`src/rtl/cpt_pkg.sv`:
```
package cpt_pkg;
   typedef enum int {PATH_TX = 0, PATH_RX = 1} path_e;
   localparam int NPATH      = 2;
   localparam int A_SHUT_LIM = 2;
   localparam int A_WORD_LIM = 4;
   localparam int A_BYTE_LIM = 5;
endpackage

```
`src/rtl/cpt_trim.sv`:
```
module cpt_trim #(
   parameter int AW = 6
) (
   input  logic [AW-1:0] base_a_i,
   input  logic [AW-1:0] trim_i,
   input  logic          sub_i,
   output logic [AW-1:0] eff_o
);
   localparam int XW = AW + 2;
   logic [XW-1:0] base_x, trim_x, raw_x;

   always_comb begin
      base_x = {2'b00, base_a_i};
      trim_x = {{2{trim_i[AW-1]}}, trim_i};
      raw_x  = sub_i ? (base_x - trim_x) : (base_x + trim_x);
      // folding keeps the low AW bits; degenerate results fall back to base
      eff_o  = (raw_x[AW-1:0] < AW'(cpt_pkg::A_SHUT_LIM)) ? base_a_i : raw_x[AW-1:0];
   end
endmodule

```
`src/rtl/cpt_path.sv`:
```
module cpt_path #(
   parameter int AW    = 6,
   parameter int BW    = 8,
   parameter int DEF_A = 10,
   parameter int DEF_B = 18
) (
   input  logic          clk,
   input  logic          rst_n,
   input  logic          run_i,
   input  logic          load_i,
   input  logic [AW-1:0] ld_a_i,
   input  logic [BW-1:0] ld_b_i,
   input  logic [AW-1:0] base_a_i,
   input  logic [BW-1:0] base_b_i,
   input  logic [AW-1:0] eff_a_i,
   input  logic          pend_set_i,
   output logic          conv_o
);
   logic [AW-1:0] a_cnt;
   logic [BW-1:0] b_cnt;
   logic          pend;
   logic          a_end, b_end, b_last;

   assign a_end  = (a_cnt == AW'(1));
   assign b_end  = (b_cnt == BW'(1));
   assign b_last = (b_cnt == BW'(2));

   always_ff @(posedge clk or negedge rst_n) begin
      if (!rst_n) begin
         a_cnt  <= AW'(DEF_A);
         b_cnt  <= BW'(DEF_B);
         pend   <= 1'b0;
         conv_o <= 1'b0;
      end else begin
         conv_o <= 1'b0;
         if (load_i) begin
            a_cnt <= ld_a_i;
            b_cnt <= ld_b_i;
            pend  <= 1'b0;
         end else if (run_i) begin
            if (!a_end) begin
               a_cnt <= a_cnt - AW'(1);
            end else if (b_end) begin
               conv_o <= 1'b1;
               a_cnt  <= base_a_i;
               b_cnt  <= base_b_i;
            end else begin
               b_cnt <= b_cnt - BW'(1);
               if (b_last && pend) begin
                  a_cnt <= eff_a_i;
                  pend  <= 1'b0;
               end else begin
                  a_cnt <= base_a_i;
               end
            end
         end
         if (pend_set_i) pend <= 1'b1;
      end
   end


   strobe_single_chk: assert property (@(posedge clk) disable iff (!rst_n)
      conv_o |=> !conv_o);

   strobe_needs_run_chk: assert property (@(posedge clk) disable iff (!rst_n)
      conv_o |-> $past(run_i));

   a_nonzero_chk: assert property (@(posedge clk) disable iff (!rst_n)
      a_cnt != '0);

   freeze_hold_chk: assert property (@(posedge clk) disable iff (!rst_n)
      (!run_i && !load_i) |=> ($stable(a_cnt) && $stable(b_cnt)));
endmodule

```
`src/rtl/cpt_gapmon.sv`:
```
module cpt_gapmon #(
   parameter int MIN_GAP = 64
) (
   input  logic clk,
   input  logic rst_n,
   input  logic conv_i,
   input  logic clr_i,
   output logic viol_o
);
   localparam int GW = $clog2(MIN_GAP + 1);
   logic [GW-1:0] gap;
   logic          seen, hit;

   assign hit = conv_i && seen && (gap < GW'(MIN_GAP));

   always_ff @(posedge clk or negedge rst_n) begin
      if (!rst_n) begin
         gap    <= '0;
         seen   <= 1'b0;
         viol_o <= 1'b0;
      end else begin
         viol_o <= (viol_o && !clr_i) || hit;
         if (conv_i) begin
            gap  <= GW'(1);
            seen <= 1'b1;
         end else if (gap < GW'(MIN_GAP)) begin
            gap <= gap + GW'(1);
         end
      end
   end


   viol_sticky_chk: assert property (@(posedge clk) disable iff (!rst_n)
      (viol_o && !clr_i) |=> viol_o);

   viol_cause_chk: assert property (@(posedge clk) disable iff (!rst_n)
      $rose(viol_o) |-> $past(conv_i));
endmodule

```
`src/rtl/cpt_timer.sv`:
```
module cpt_timer #(
   parameter int AW      = 6,
   parameter int BW      = 8,
   parameter int B_MIN   = 15,
   parameter int B_FIX   = 18,
   parameter int DEF_A   = 10,
   parameter int DEF_B   = 18,
   parameter int MIN_GAP = 64
) (
   input  logic          clk,
   input  logic          rst_n,
   input  logic          link_ok,
   input  logic          word_mode,
   input  logic          cfg_wr,
   input  logic [AW-1:0] cfg_ta,
   input  logic [BW-1:0] cfg_tb,
   input  logic [AW-1:0] cfg_ra,
   input  logic [BW-1:0] cfg_rb,
   input  logic          adj_req,
   input  logic          adj_sub,
   input  logic [AW-1:0] adj_trim,
   input  logic          viol_clr,
   output logic          tx_conv,
   output logic          rx_conv,
   output logic          shutdown,
   output logic          port_halt,
   output logic [1:0]    viol
);
   import cpt_pkg::*;

   if (AW < 3)                  $error("AW too small for the A limits");
   if (DEF_A < A_BYTE_LIM)      $error("DEF_A must be legal in both modes");
   if (DEF_A >= (1 << AW))      $error("DEF_A does not fit AW");
   if (B_FIX < B_MIN)           $error("B_FIX must not be below B_MIN");
   if (DEF_B < B_MIN)           $error("DEF_B must not be below B_MIN");
   if (B_FIX >= (1 << BW))      $error("B_FIX does not fit BW");
   if (MIN_GAP < 2)             $error("MIN_GAP must be at least 2");

   logic [NPATH-1:0][AW-1:0] a_in, a_q, eff_a;
   logic [NPATH-1:0][BW-1:0] b_in, b_fix, b_q;
   logic [NPATH-1:0]         conv;
   logic [AW-1:0]            a_lim, trim_q;
   logic                     sub_q, shut_q, halt_q;
   logic                     shut_cond, halt_cond, accept, run, adj_take;

   assign a_in  = {cfg_ra, cfg_ta};
   assign b_in  = {cfg_rb, cfg_tb};
   assign a_lim = word_mode ? AW'(A_WORD_LIM) : AW'(A_BYTE_LIM);

   assign shut_cond = (cfg_ta < AW'(A_SHUT_LIM)) || (cfg_ra < AW'(A_SHUT_LIM));
   assign halt_cond = (cfg_ta < a_lim) || (cfg_ra < a_lim);
   assign accept    = cfg_wr && !shut_q && !shut_cond;
   assign run       = link_ok && !shut_q;
   assign adj_take  = adj_req && conv[PATH_TX];

   always_ff @(posedge clk or negedge rst_n) begin
      if (!rst_n) begin
         a_q    <= {NPATH{AW'(DEF_A)}};
         b_q    <= {NPATH{BW'(DEF_B)}};
         shut_q <= 1'b0;
         halt_q <= 1'b0;
         trim_q <= '0;
         sub_q  <= 1'b0;
      end else begin
         if (cfg_wr && !shut_q) begin
            if (shut_cond) shut_q <= 1'b1;
            if (halt_cond) halt_q <= 1'b1;
         end
         if (accept) begin
            a_q <= a_in;
            b_q <= b_fix;
         end
         if (adj_take) begin
            trim_q <= adj_trim;
            sub_q  <= adj_sub;
         end
      end
   end

   for (genvar p = 0; p < NPATH; p++) begin : g_path
      assign b_fix[p] = (b_in[p] < BW'(B_MIN)) ? BW'(B_FIX) : b_in[p];

      cpt_trim #(.AW(AW)) trim_i (
         .base_a_i (a_q[p]),
         .trim_i   (trim_q),
         .sub_i    (sub_q),
         .eff_o    (eff_a[p])
      );

      cpt_path #(.AW(AW), .BW(BW), .DEF_A(DEF_A), .DEF_B(DEF_B)) path_i (
         .clk        (clk),
         .rst_n      (rst_n),
         .run_i      (run),
         .load_i     (accept),
         .ld_a_i     (a_in[p]),
         .ld_b_i     (b_fix[p]),
         .base_a_i   (a_q[p]),
         .base_b_i   (b_q[p]),
         .eff_a_i    (eff_a[p]),
         .pend_set_i (adj_take),
         .conv_o     (conv[p])
      );

      cpt_gapmon #(.MIN_GAP(MIN_GAP)) gap_i (
         .clk    (clk),
         .rst_n  (rst_n),
         .conv_i (conv[p]),
         .clr_i  (viol_clr),
         .viol_o (viol[p])
      );


      b_floor_chk: assert property (@(posedge clk) disable iff (!rst_n)
         b_q[p] >= BW'(B_MIN));

      a_floor_chk: assert property (@(posedge clk) disable iff (!rst_n)
         a_q[p] >= AW'(A_SHUT_LIM));
   end

   assign tx_conv   = conv[PATH_TX];
   assign rx_conv   = conv[PATH_RX];
   assign shutdown  = shut_q;
   assign port_halt = halt_q;


   shut_sticky_chk: assert property (@(posedge clk) disable iff (!rst_n)
      shut_q |=> shut_q);

   shut_quiet_chk: assert property (@(posedge clk) disable iff (!rst_n)
      $past(shut_q) |-> (!tx_conv && !rx_conv));

   halt_sticky_chk: assert property (@(posedge clk) disable iff (!rst_n)
      halt_q |=> halt_q);

   shut_regs_hold_chk: assert property (@(posedge clk) disable iff (!rst_n)
      shut_q |=> ($stable(a_q) && $stable(b_q)));
endmodule

```
`config.mk`:
```
export PLATFORM = sky130hd
export DESIGN_NAME = cpt_timer
export DESIGN_NICKNAME = d
export VERILOG_FILES = /design/src/rtl/cpt_pkg.sv /design/src/rtl/cpt_trim.sv /design/src/rtl/cpt_path.sv /design/src/rtl/cpt_gapmon.sv /design/src/rtl/cpt_timer.sv
export SDC_FILE = /design/constraint.sdc
export NUM_CORES = 1
export LEC_CHECK = 0
export BUFFER_PORTS_ARGS = -buffer_cell sky130_fd_sc_hd__buf_2
export CORE_MARGIN = 2
export CORE_UTILIZATION = 50
export CTS_CLUSTER_DIAMETER = 150
export DETAILED_ROUTE_END_ITERATION = 8
export PLACE_DENSITY = 0.69
export SYNTH_ARGS = -nofsm -noshare
export SYNTH_HDL_FRONTEND = slang
export SYNTH_SLANG_ARGS = --single-unit
```
`constraint.sdc`:
```
create_clock -name clk -period 5.25 [get_ports clk]
set_input_delay 0.525 -clock clk [delete_from_list [all_inputs] [get_ports clk]]
set_output_delay 0.525 -clock clk [all_outputs]
set_load 0.02 [all_outputs]
```
==> results_dict.tcl <==
set metrics [dict create \
    p_leak_nw 2.52 \
    drive_above_1_share_pct 17.2 \
    die_x_um 107 \
    multiInputGateArea_um2 2880 \
    ys_ff_latch 87 \
    vias_per_cell 5.78 \
    dpl.cell_count 755 \
    fin_nets 691 \
    r2r_slack_ns 1.96 \
    post-cts-setup-buffers 0 \
    place_area_um2 5610 \
    drt_wl_total_um 12100 \
    finClkSkew_ns 0.0144 \
    grt_max_degree 58 \
    critical_path_class "register to register" \
    clk_pin_slew_ns 0.09 \
    async_reset_ff_share_pct 100 \
    relSlewSlack_pct 37.8 \
    port-buffer-count 47 \
    antenna_left 0 \
    numCtsBuffers 9 \
    synth_area_leader_cell "dfrtp_1" \
    grt_pass1_wl_um 20700 \
    synth_nets 654 \
    cts.repair.resized 0 \
    drtIter0Drc 207 \
    wire_per_inst_um 15.7 \
    start_kind "register" \
    grt_pass1_vias 4342 \
    critPathArrivalTime_ns 3.55 \
    die_h_um 107 \
    cp-startpoint "trim_q[0]" \
    synth_edf_count 0 \
    crit_path_end_kind "register" \
    h-tree-depth 3 \
    ys_top_cells_by_area "dfrtp_1 (34%), dfstp_2 (8.0%), nand2_1 (6.6%)" \
    clockBufferDepth 2 \
    dr_total_vias 4460 \
    clockRootBuffer "clkbuf_8" \
    worst_hold_path_type "input port to async pin" \
    avgSynthCellArea_um2 8.88 \
    tns_ns 0 \
    fin_crit_sh_pct 62.7 \
    synth_ff_type "dfrtp_1" \
    finalInstanceArea_um2 5810 \
    synthCells 593 \
    seqCellArea_um2 2200 \
    grt-ovfl-total 0 \
    drv_cap 0 \
    ys_warn_count 0 \
    die-area_um2 11400 \
    power.density_nw_per_um2 486 \
    area.growth.synth_to_final_pct 10.4 \
    report.final.hold_viol_count 0 \
    crit_required_ns 5.51 \
    core_area_um2 10300 \
    hpwl_um 8760 \
    io_pins 48 \
    irDropWorstVdd_v 0.000232 \
    initial_core_util_pct 51.2 \
    final_cells 771 \
    rows 37 \
    slew_viol_final 0 \
    grt_usage_pct 22.9 \
    holdWs_ns 0.0605 \
    place.gp.congestion 0.874 \
    yosysTopAreaCellShare_pct 33.8 \
    syn_area_um2 5260 \
    diodes 0 \
    rr_startpoint "trim_q[0]" \
    fin_crit_ns 3.29 \
    fillers 956 \
    status "finished, final reports clean" \
    antenna_found_initial 0 \
    route.detailed.drc 0 \
    fmax_mhz 304 \
    first_pass_iters 6 \
    clock_latency_ns 0.38 \
    worst_pin_slew_ns 0.931 \
    setup_violations 0 \
    critPathMaxFanout 7 \
    cts_sinks 87 \
    hold_buffers 0 \
    r2r-end "g_path[1].path_i.a_cnt[5]" \
    yosysUniqueCellTypes 70 \
    final_core_util_pct 56.5 \
    rsz0062_at_grt "false" \
    yosysSeqAreaShare_pct 41.7 \
    cts_tree "built" \
    reg2reg_depth 13 \
]
[cells in the final DEF (no fill, tap or decap), drive strengths merged, types with 5 or more instances in the layout]
cell type and instances:
buf 51, nand2b 8, inv 26, mux2i 5, nand2 92, ha 17, dfrtp 71, xnor2 16
or3 6, a21oi 35, nor2b 8, mux2 7, nor4 7, o21ai 54, and2 6, nand3b 6
a31oi 10, xor2 16, nor3 17, o211ai 7, o31ai 5, nand4b 5, a211oi 6, nand3 9
dfstp 16, nor2 54, clkbuf 10
[cells by family (layout without fill, tap and decap cells)]
family | after synthesis | count (layout) | synth area share (%)
muxes | 12 | 12 | 2.45
xor gates and xnor gates | 33 | 33 | 6.04
DFF | 87 | 87 | 41.7
AOI/OAI and AO/OA | 155 | 155 | 19.0
and+or+nand+nor | 233 | 233 | 21.4
adders and majority gates | 23 | 23 | 5.59
buffers and inverters | 50 | 92 | 3.76
[per-stage QoR]
step,total power (W),setup WS [ns]
4_1_cts,0.00283,1.98
5_1_grt,0.00305,1.68
6_report,0.00282,1.96
3_3_place_gp,0.00230,2.10
2_1_floorplan,0.00206,2.26
3_5_place_dp,0.00234,2.00
[sequential cells by signal, summed over array words and instances, names as in the netlist]
name	flops
b_q	16
a_q	12
g_path.path_i.conv_o	2
g_path.path_i.b_cnt	16
shutdown	1
g_path.gap_i.gap	14
sub_q	1
g_path.path_i.pend	2
g_path.gap_i.viol_o	2
trim_q	6
g_path.path_i.a_cnt	12
g_path.gap_i.seen	2
port_halt	1
[worst max-delay path by stage]
stage,to,slack (ns),depth (start not counted)
2_1_floorplan,g_path[1].path_i.a_cnt[5],2.26,13
3_3_place_gp,g_path[1].path_i.a_cnt[5],2.10,13
3_5_place_dp,g_path[1].path_i.a_cnt[5],2.00,13
4_1_cts,g_path[1].path_i.a_cnt[5],1.98,13
5_1_grt,g_path[0].path_i.a_cnt[2],1.68,13
6_report,g_path[1].path_i.a_cnt[5],1.96,13
[cells in the mapped netlist (3+ instances only)]
cell type	n
nand2_1	92
dfrtp_1	71
nor2_1	53
o21ai_0	46
a21oi_1	35
inv_1	25
clkbuf_1	21
ha_1	17
dfstp_2	16
nor3_1	16
xor2_1	16
xnor2_1	14
a31oi_1	10
nand3_1	9
nand2b_1	8
nor2b_1	8
mux2_2	7
nor4_1	7
o21ai_1	7
and2_1	6
nand3b_1	6
or3_1	6
mux2i_1	5
o211ai_1	5
a211oi_1	4
a22o_1	4
a22oi_1	4
nand4b_1	4
o21a_1	4
o22ai_1	4
o31ai_1	4
or4_1	4
a21o_1	3
maj3_1	3
or2_2	3
[worst max-delay path, stage by stage (launching register included)]
cell and delay, ns:
dfrtp_1 0.46, inv_1 0.07, ha_1 0.29, mux2i_1 0.23, inv_1 0.13, fa_1 0.45
nor2b_1 0.17, o31ai_1 0.28, maj3_1 0.24, xnor2_1 0.15, nand4b_4 0.21, nand2_1 0.07
a221oi_1 0.30, o211ai_1 0.13
[power by group]
group          switching (W)  internal, W  total [W]  leakage [nW]
clock network       0.000257     0.000234   0.000492        0.0989
logic               0.000603     0.000484    0.00109          1.37
registers           0.000269     0.000975    0.00124          1.05
total                0.00113      0.00169    0.00282          2.52
[per-layer routing]
layer  GRT usage [%]  vias up  wire [µm]
met1            30.4     2172       5520
met3            3.04       23        468
li1                -     2161          -
met2            37.4      104       5820
met5               0        -          0
met4            10.5        0        299
[cell type report]
| cell class | instances | share of cell area, % |
|---|---|---|
| clock buffer | 10 | 2.37 |
| sequential | 87 | 37.8 |
| multi-input combinational | 456 | 49.5 |
| clock inverter | 6 | 1.16 |
| timing repair buffer | 51 | 4.61 |
| tap | 136 | 2.93 |
| inverter | 25 | 1.61 |
Power figures use the tool's default switching activity.
